[src/rtl/tlm_seq_pkg.sv]
package tlm_seq_pkg;

    typedef enum logic {
        PH_SYNC = 1'b0,
        PH_DATA = 1'b1
    } seq_phase_e;

    // Bits needed to hold a channel number 1..total
    function automatic int unsigned chan_bits(input int unsigned total);
        return $clog2(total + 1);
    endfunction

    // Bits needed for a counter that runs 0..count-1, never less than one
    function automatic int unsigned cnt_bits(input int unsigned count);
        return (count > 1) ? $clog2(count) : 1;
    endfunction

endpackage

[src/rtl/tlm_tick_divider.sv]
module tlm_tick_divider #(
    parameter int unsigned DIV = 1024
) (
    input  logic clk_i,
    input  logic rst_i,
    input  logic stop_i,
    output logic tick_o
);
    import tlm_seq_pkg::*;

    localparam int unsigned CNT_W = cnt_bits(DIV);

    typedef struct packed {
        logic [CNT_W-1:0] cnt;
    } div_st_t;

    div_st_t st_d, st_q;
    logic    at_end;

    always_comb begin
        st_d   = st_q;
        at_end = (st_q.cnt == CNT_W'(DIV - 1));
        tick_o = at_end & ~stop_i;
        if (!stop_i) begin
            if (at_end) begin
                st_d.cnt = '0;
            end else begin
                st_d.cnt = st_q.cnt + CNT_W'(1);
            end
        end
    end

    always_ff @(posedge clk_i) begin
        if (rst_i) begin
            st_q <= '0;
        end else begin
            st_q <= st_d;
        end
    end

endmodule

[src/rtl/tlm_onehot_ring.sv]
module tlm_onehot_ring #(
    parameter int unsigned N = 7
) (
    input  logic         clk_i,
    input  logic         rst_i,
    input  logic         adv_i,
    output logic [N-1:0] sel_o,
    output logic         wrap_o
);

    typedef struct packed {
        logic [N-1:0] sel;
    } ring_st_t;

    ring_st_t st_d, st_q;

    always_comb begin
        st_d   = st_q;
        wrap_o = adv_i & st_q.sel[N-1];
        if (adv_i) begin
            st_d.sel = {st_q.sel[N-2:0], st_q.sel[N-1]};
        end
    end

    always_ff @(posedge clk_i) begin
        if (rst_i) begin
            st_q.sel <= N'(1);
        end else begin
            st_q <= st_d;
        end
    end

    assign sel_o = st_q.sel;

endmodule

[src/rtl/tlm_slot_decoder.sv]
module tlm_slot_decoder #(
    parameter int unsigned N_IN       = 7,
    parameter int unsigned N_GRP      = 5,
    parameter int unsigned SYNC_SLOTS = 4,
    parameter int unsigned CHAN_W     = 6,
    parameter int unsigned HOLD_W     = 2
) (
    input  logic [N_IN-1:0]   a_sel_i,
    input  logic [N_GRP-1:0]  b_sel_i,
    input  logic              in_sync_i,
    input  logic [HOLD_W-1:0] hold_cnt_i,
    output logic [CHAN_W-1:0] chan_o,
    output logic              a_ok_o,
    output logic              b_ok_o
);

    localparam int unsigned DATA_CH = N_IN * N_GRP;

    logic [CHAN_W-1:0] a_idx;
    logic [CHAN_W-1:0] b_idx;

    // One-hot to binary, one OR term per ring bit
    always_comb begin
        a_idx = '0;
        for (int i = 0; i < int'(N_IN); i++) begin
            if (a_sel_i[i]) begin
                a_idx = a_idx | CHAN_W'(i);
            end
        end
    end

    always_comb begin
        b_idx = '0;
        for (int g = 0; g < int'(N_GRP); g++) begin
            if (b_sel_i[g]) begin
                b_idx = b_idx | CHAN_W'(g);
            end
        end
    end

    always_comb begin
        if (in_sync_i) begin
            if (hold_cnt_i == HOLD_W'(SYNC_SLOTS - 1)) begin
                chan_o = CHAN_W'(1);
            end else begin
                chan_o = CHAN_W'(DATA_CH + 1) + CHAN_W'(hold_cnt_i);
            end
        end else begin
            chan_o = CHAN_W'(b_idx * CHAN_W'(N_IN)) + a_idx + CHAN_W'(1);
        end
    end

    assign a_ok_o = $onehot(a_sel_i);
    assign b_ok_o = $onehot(b_sel_i);

endmodule

[src/rtl/tlm_frame_sequencer.sv]
module tlm_frame_sequencer #(
    parameter int unsigned DIV          = 1024,
    parameter int unsigned N_IN         = 7,
    parameter int unsigned N_GRP        = 5,
    parameter int unsigned SYNC_SLOTS   = 4,
    parameter int unsigned SUBCOM_CH    = 18,
    parameter int unsigned STATUS_CH_A  = 17,
    parameter int unsigned STATUS_CH_B  = 29,
    parameter bit          HAS_STATUS_B = 1'b1,
    localparam int unsigned CHAN_W      = tlm_seq_pkg::chan_bits(N_IN * N_GRP + SYNC_SLOTS - 1)
) (
    input  logic              clk_i,
    input  logic              rst_i,
    input  logic              stop_i,
    output logic [N_IN-1:0]   a_sel_o,
    output logic [N_GRP-1:0]  b_sel_o,
    output logic [CHAN_W-1:0] chan_o,
    output logic              sync_o,
    output logic              frame_start_o,
    output logic              subcom_adv_o,
    output logic              status_rd_o,
    output logic              sel_err_o
);
    import tlm_seq_pkg::*;

    localparam int unsigned HOLD_W   = cnt_bits(SYNC_SLOTS);
    localparam int unsigned FIRST_SY = N_IN * N_GRP + 1;

    typedef struct packed {
        seq_phase_e        phase;
        logic [HOLD_W-1:0] hold_cnt;
        logic              slot_first;
        logic              sel_err;
    } seq_st_t;

    seq_st_t st_d, st_q;

    logic tick;
    logic a_adv, a_wrap, b_wrap;
    logic a_ok, b_ok;
    logic hold_last, last_pos, in_sync;

    tlm_tick_divider #(.DIV(DIV)) u_div (
        .clk_i  (clk_i),
        .rst_i  (rst_i),
        .stop_i (stop_i),
        .tick_o (tick)
    );

    tlm_onehot_ring #(.N(N_IN)) u_ring_a (
        .clk_i  (clk_i),
        .rst_i  (rst_i),
        .adv_i  (a_adv),
        .sel_o  (a_sel_o),
        .wrap_o (a_wrap)
    );

    tlm_onehot_ring #(.N(N_GRP)) u_ring_b (
        .clk_i  (clk_i),
        .rst_i  (rst_i),
        .adv_i  (a_wrap),
        .sel_o  (b_sel_o),
        .wrap_o (b_wrap)
    );

    tlm_slot_decoder #(
        .N_IN       (N_IN),
        .N_GRP      (N_GRP),
        .SYNC_SLOTS (SYNC_SLOTS),
        .CHAN_W     (CHAN_W),
        .HOLD_W     (HOLD_W)
    ) u_dec (
        .a_sel_i    (a_sel_o),
        .b_sel_i    (b_sel_o),
        .in_sync_i  (in_sync),
        .hold_cnt_i (st_q.hold_cnt),
        .chan_o     (chan_o),
        .a_ok_o     (a_ok),
        .b_ok_o     (b_ok)
    );

    always_comb begin
        st_d      = st_q;
        in_sync   = (st_q.phase == PH_SYNC);
        hold_last = (st_q.hold_cnt == HOLD_W'(SYNC_SLOTS - 1));
        last_pos  = a_sel_o[N_IN-1] & b_sel_o[N_GRP-1];
        // The first switch position is held through the sync slots
        a_adv     = tick & (~in_sync | hold_last);

        st_d.slot_first = tick;
        st_d.sel_err    = st_q.sel_err | ~a_ok | ~b_ok;

        if (tick) begin
            if (in_sync) begin
                if (hold_last) begin
                    st_d.phase    = PH_DATA;
                    st_d.hold_cnt = '0;
                end else begin
                    st_d.hold_cnt = st_q.hold_cnt + HOLD_W'(1);
                end
            end else if (last_pos) begin
                st_d.phase    = PH_SYNC;
                st_d.hold_cnt = '0;
            end
        end
    end

    always_ff @(posedge clk_i) begin
        if (rst_i) begin
            st_q.phase      <= PH_SYNC;
            st_q.hold_cnt   <= '0;
            st_q.slot_first <= 1'b1;
            st_q.sel_err    <= 1'b0;
        end else begin
            st_q <= st_d;
        end
    end

    logic unused_b_wrap;
    assign unused_b_wrap = b_wrap;

    assign sync_o        = in_sync;
    assign frame_start_o = st_q.slot_first & in_sync & (st_q.hold_cnt == '0)
                           & (chan_o == CHAN_W'(FIRST_SY));
    assign subcom_adv_o  = tick & (chan_o == CHAN_W'(SUBCOM_CH));
    assign status_rd_o   = (chan_o == CHAN_W'(STATUS_CH_A))
                           | (HAS_STATUS_B & (chan_o == CHAN_W'(STATUS_CH_B)));
    assign sel_err_o     = st_q.sel_err;

endmodule

[config.mk]
export PLATFORM = sky130hd
export DESIGN_NAME = tlm_frame_sequencer
export DESIGN_NICKNAME = d
export VERILOG_FILES = /design/src/rtl/tlm_seq_pkg.sv /design/src/rtl/tlm_tick_divider.sv /design/src/rtl/tlm_onehot_ring.sv /design/src/rtl/tlm_slot_decoder.sv /design/src/rtl/tlm_frame_sequencer.sv
export SDC_FILE = /design/constraint.sdc
export NUM_CORES = 1
export LEC_CHECK = 0
export ABC_AREA = 1
export BUFFER_PORTS_ARGS = -buffer_cell sky130_fd_sc_hd__buf_2
export CORE_ASPECT_RATIO = 1.1
export CORE_MARGIN = 2
export CORE_UTILIZATION = 25
export CTS_CLUSTER_DIAMETER = 150
export DETAILED_ROUTE_END_ITERATION = 8
export PLACE_DENSITY = 0.51
export SLEW_MARGIN = 20
export SYNTH_ARGS = -nofsm -noshare
export SYNTH_HDL_FRONTEND = slang
export SYNTH_SLANG_ARGS = --single-unit
[constraint.sdc]
create_clock -name clk_i -period 3.8 [get_ports clk_i]
set_input_delay 0.19 -clock clk_i [delete_from_list [all_inputs] [get_ports clk_i]]
set_output_delay 0.19 -clock clk_i [all_outputs]
set_load 0.005 [all_outputs]
Word level (Yosys, flattened, before mapping)
Cells that the tools add are included.
{"block": "word_totals", "register_bits": 27, "latchBits": 0, "mem_bits_rw": 0, "rom_bits": 0, "out_inout_bits": 23, "n_memories": 0}
{"block": "classes", "addsub": 15, "mul": 1, "div": 0, "magnitude_cmp": 0, "n_eq_ne": 9, "n_shift": 0, "n_mux": 17, "bitwise_logic": 16, "n_reduce_logical": 2}
{"operator": "$eq 6x5->1 const B", "n": 3}
{"operator": "$mux 3", "n": 6}
{"operator": "$mux 6", "n": 2}
{"operator": "$add 1x1->2", "n": 5}
{"operator": "$add 10x1->10 const B", "n": 1}
{"operator": "$eq 10x10->1 const B", "n": 1}
{"operator": "$mux 10", "n": 1}
{"operator": "$mux 2", "n": 5}
{"operator": "$add 3x3->3", "n": 3}
{"operator": "$and 1x1->1", "n": 8}
{"operator": "$add 3x1->3", "n": 2}
{"operator": "$add 6x1->6 const B", "n": 1}
{"operator": "$add 6x2->6 const A", "n": 1}
{"operator": "$add 6x6->6", "n": 1}
{"operator": "$eq 3x1->1 const B", "n": 2}
{"operator": "$eq 6x6->1 const B", "n": 1}
{"operator": "$mul 6x3->6 const B", "n": 1}
{"operator": "$not 1->1", "n": 4}
{"operator": "$or 1x1->1", "n": 4}
{"operator": "$mux 1", "n": 3}
{"operator": "$add 2x1->2 const B", "n": 1}
{"operator": "$eq 2x2->1 const B", "n": 1}
{"operator": "$logic_not 2->1", "n": 1}
{"operator": "$ne 2x1->1 const B", "n": 1}
{"operator": "$reduce_and 2->1", "n": 1}

Depth between registers and ports, before layout
{"block": "depth", "word_depth": 11, "depth_mapped": 17, "depth_no_buf": 17}

By module
From an unflattened synthesis, not the netlist that was laid out.
{"block": "hier_totals", "cells_unflattened": 275, "hier_area_um2": 1913.1}
{"mod": "tlm_slot_decoder", "instances": 1, "cells_each": 83, "area_each_um2": 568.0}
{"mod": "tlm_tick_divider", "instances": 1, "cells_each": 71, "area_each_um2": 533.0}
{"mod": "tlm_frame_sequencer", "instances": 1, "cells_each": 45, "area_each_um2": 304.0}
{"mod": "tlm_onehot_ring (u_ring_a)", "instances": 1, "cells_each": 44, "area_each_um2": 287.8}
{"mod": "tlm_onehot_ring (u_ring_b)", "instances": 1, "cells_each": 32, "area_each_um2": 220.2}

Worst setup path before layout
OpenSTA, ideal clock, no wires.
{"block": "synth_timing", "path_kind": "register to output", "start": "reg u_ring_b.st_q (netlist bit u_ring_b.sel_o[3])", "end": "out status_rd_o", "t_arrival_ns": 2.703, "required_time_ns": 3.610, "setup_slack_ns": 0.907, "path_stages_with_launch": 16, "path_cell_list": "dfxtp_1 -> inv_1 -> ha_1 -> xor2_1 -> ha_1 -> fa_1 -> fa_1 -> nand2_1 -> nand2_1 -> nand2_1 -> nand2_1 -> nand2_1 -> nand3_1 -> o21ai_0 -> nand2_1 -> nor2_1"}
{"block": "synth_between", "elab_chain_cells": 8, "word_cells_on_any_way": 9, "cone_classes": "2 x add/sub; 1 x mul; 2 x eq/ne; 3 x mux; 1 x bitwise"}
{"element": "start: declaration", "line_no": "tlm_onehot_ring.sv:15", "text": "ring_st_t st_d, st_q;"}
{"element": "start signal: assignment", "line_no": "tlm_onehot_ring.sv:29", "text": "st_q <= st_d;"}
{"element": "$mux 2 *", "line_no": "tlm_slot_decoder.sv:35", "text": "if (b_sel_i[g]) begin"}
{"element": "$mux 3 *", "line_no": "tlm_slot_decoder.sv:35"}
{"element": "$mul 6x3->6 *", "line_no": "tlm_slot_decoder.sv:49", "text": "chan_o = CHAN_W'(b_idx * CHAN_W'(N_IN)) + a_idx + CHAN_W'(1);"}
{"element": "$add 6x6->6 *", "line_no": "tlm_slot_decoder.sv:49"}
{"element": "$add 6x1->6 *", "line_no": "tlm_slot_decoder.sv:49"}
{"element": "$mux 6 *", "line_no": "tlm_slot_decoder.sv:42", "text": "if (in_sync_i) begin"}
{"element": "$eq 6x5->1, on equally long branches", "line_no": "tlm_frame_sequencer.sv:126, tlm_frame_sequencer.sv:127"}
{"element": "$or 1x1->1 *", "line_no": "tlm_frame_sequencer.sv:127", "text": "| (HAS_STATUS_B & (chan_o == CHAN_W'(STATUS_CH_B)));"}
{"element": "end: declaration", "line_no": "tlm_frame_sequencer.sv:21", "text": "output logic status_rd_o,"}
Every way passes the cells marked *; elsewhere a longest branch is shown, timed or not.

Worst setup path in the final report
Same ends and word-level chain as after synthesis.

==> impl_metrics.ini <==
[run_status]
status = finished, final reports clean

[logic_synthesis]
synthArstFlopShare_pct = 0
netlist-cell-type-count = 30
synth_top_area_share_pct = 28.11
ys_seq_elements = 27
synth_top_cells_by_count = 52 x nand2_1, 46 x inv_1, 27 x dfxtp_1
synth_nets = 290
avgSynthCellArea_um2 = 7.454
yosys_warnings = 0
syn-instance-count = 258
synth.area.top_cells = dfxtp_1 28%, ha_1 14%, nand2_1 10%
ys_seq_area_share_pct = 28.11
yosysMostFrequentCell = nand2_1
synth-main-ff-cell = dfxtp_1
synth_edf_count = 0
synth_top_cell_by_area = dfxtp_1
netlist_area_um2 = 1923

[sta]
clock.fmax_mhz = 293.7
fin_setup_tns_ns = 0
finalCritPeriodShare_pct = 89.59
period_minus_slack_ns = 3.404
hold_viol_final = 0
fin_worst_skew_ns = 0.002309
timing.final.ws_setup_ns = 0.3957
worst_pin_slew_ns = 0.4998
setup_viol = 0
rsz0062_at_grt = no
relSlewSlack_pct = 66.64
drv_slew = 0

[detailed_routing]
vias_per_cell = 4.202
antenna_left = 0
first_pass_iters = 4
drtIter0Drc = 100
wl_per_cell_um = 10.36
routed_wl_um = 3999
route.detailed.drc = 0
route.vias.total = 1622

[power]
pwr_density_cell_nw_per_um2 = 211.8
max-vdd-ir-drop_v = 0.0001225
power.leakage_nw = 1.045

[placement]
gp_congestion = 0.7787
port_buffers = 25
place_ws_ns = 0.6296
dp_hpwl_um = 3288

[clock_tree]
post_cts_resized = 0
clock-sinks = 27
post_cts_buffers = 0
clk_pin_slew_ns = 0.09
cts-root-buf = clkbuf_8
cts_buffers = 3
max-clock-path-buffers = 2
h-tree-depth = 1
insertion_delay_ns = 0.26
tritoncts = built
cts.hold.buffers_added = 0

[floorplanning]
rows = 33
die_h_um = 95.99
start_util_pct = 25.73
design.core.area_um2 = 7473
die-area_um2 = 8411
io_pins = 26
die-width_um = 87.63

[global_routing]
track_usage_pct = 10.04
grt_antenna_before_repair = 0
grt_util_met3_pct = 1.544
top_usage_layer = met2
grt_pass1_vias = 1569
grt_pass1_wl_um = 6810
use_met2_pct = 18.24
grt.overflow.total = 0
use_met1_pct = 12.39
grt_max_degree = 20

[setup_path]
worstPathRequired_ns = 3.61
cp_cell_sequence = inv_1 -> ha_1 -> xor2_1 -> ha_1 -> fa_1 -> fa_1 -> nand2_1 -> nand2_1 -> nand2_1 -> nand2_1 -> nand2_1 -> nand3_1 -> o21ai_0 -> nand2_1 -> nor2_1 -> buf_2
worst-path-buf-inv = 2
worstPathArrival_ns = 3.21
critPathTopFamily = adder cells
cpMostUsedCell = nand2_1
cp-end-kind = output port
cp_slowest_stage_delay_ns = 0.52
crit_path_max_fanout = 6
worstSetupPathType = flip-flop to output port
slowest_stage = fa_1
critPathLaunchType = flip-flop

[run]
drv_cap = 0

[cells_and_area]
area.growth.synth_to_final_pct = 13.47
fillCellCount = 834
nets = 314
num_antenna_cells = 0
drive_gt1_share_pct = 13.88

[min_path]
hp-class = input port to flip-flop
-- sequential cells by signal, summed over array words and instances (netlist names) --
register        flops
u_div.st_q         10
u_ring_a.sel_o      7
sel_err_o           1
st_q                4
u_ring_b.sel_o      5
-- report_power, final --
part / total (mW) / internal (mW) / switching, mW
clock network: 0.159 / 0.0733 / 0.0855
logic: 0.0165 / 0.00475 / 0.0117
registers: 0.287 / 0.285 / 0.00166
-- placed cells by master, fill, tap and decap left out, types with 5 or more instances in the layout --
master / count
a21oi_1: 17
buf_2: 25
dfxtp_1: 27
fa_1: 7
ha_1: 22
inv_1: 46
nand2_1: 52
nand3_1: 18
nand4_1: 5
nor2_1: 26
o21ai_0: 9
-- final cells by class --
cell class                      count  area, um2  area share [%]
Tap cell                          105      131.4           6.021
Clock inverter                      1      5.005          0.2294
Clock buffer                        3      41.29           1.892
Inverter                           46      172.7           7.913
Timing Repair Buffer               25      125.1           5.734
Multi-Input combinational cell    179       1166           53.44
Sequential cell                    27      540.5           24.77
-- through the flow --
step | cells | hold WS [ns] | cell area (um2) | power, mW | utilization [%]
2_1_floorplan | 258 | 0.2857 | 1923 | 0.3041 | -
3_3_place_gp | 382 | 0.4748 | 2136 | 0.3101 | 28.58
3_5_place_dp | 382 | 0.4808 | 2136 | 0.3101 | 28.58
4_1_cts | 386 | 0.2475 | 2182 | 0.4707 | 29.20
5_1_grt | 386 | 0.2587 | 2182 | 0.4876 | 29.20
6_report | 386 | 0.2703 | 2182 | 0.4622 | 29.20
-- routing by layer --
layer | share of wire (%) | up-vias
li1 | - | 859
met2 | 52 | 15
met3 | 2.4 | 2
met5 | 0 | -
met1 | 45 | 746
met4 | 0.58 | 0
-- cell families (layout without fill, tap and decap cells) --
logic type / count (synthesis) / in the layout / synth area share [%]
AO/OA/AOI/OAI: 31 / 31 / 8.979
XOR/XNOR: 6 / 6 / 2.733
adder cells (fa/ha/maj): 29 / 29 / 21.60
AND/OR/NAND/NOR: 113 / 113 / 27.33
flip-flops: 27 / 27 / 28.11
buffers and inverters: 52 / 75 / 11.26
-- path summary, 6_finish.rpt --
| kind | slack [ns] | endpoint | from | cells past startpoint |
|---|---|---|---|---|
| setup / recovery | 0.40 | status_rd_o | u_ring_b.sel_o[3]$_SDFFE_PP0P_ | 16 |
| hold / removal | 0.27 | u_div.st_q[0]$_SDFFE_PP0N_ | stop_i | 2 |
| hold reg to reg | 0.49 | st_q[2]$_SDFFE_PP0P_ | st_q[2]$_SDFFE_PP0P_ | 2 |
| setup reg to reg | 1.25 | sel_err_o$_SDFF_PP0_ | u_ring_a.sel_o[5]$_SDFFE_PP0P_ | 10 |
Power figures use the tool's default switching activity.
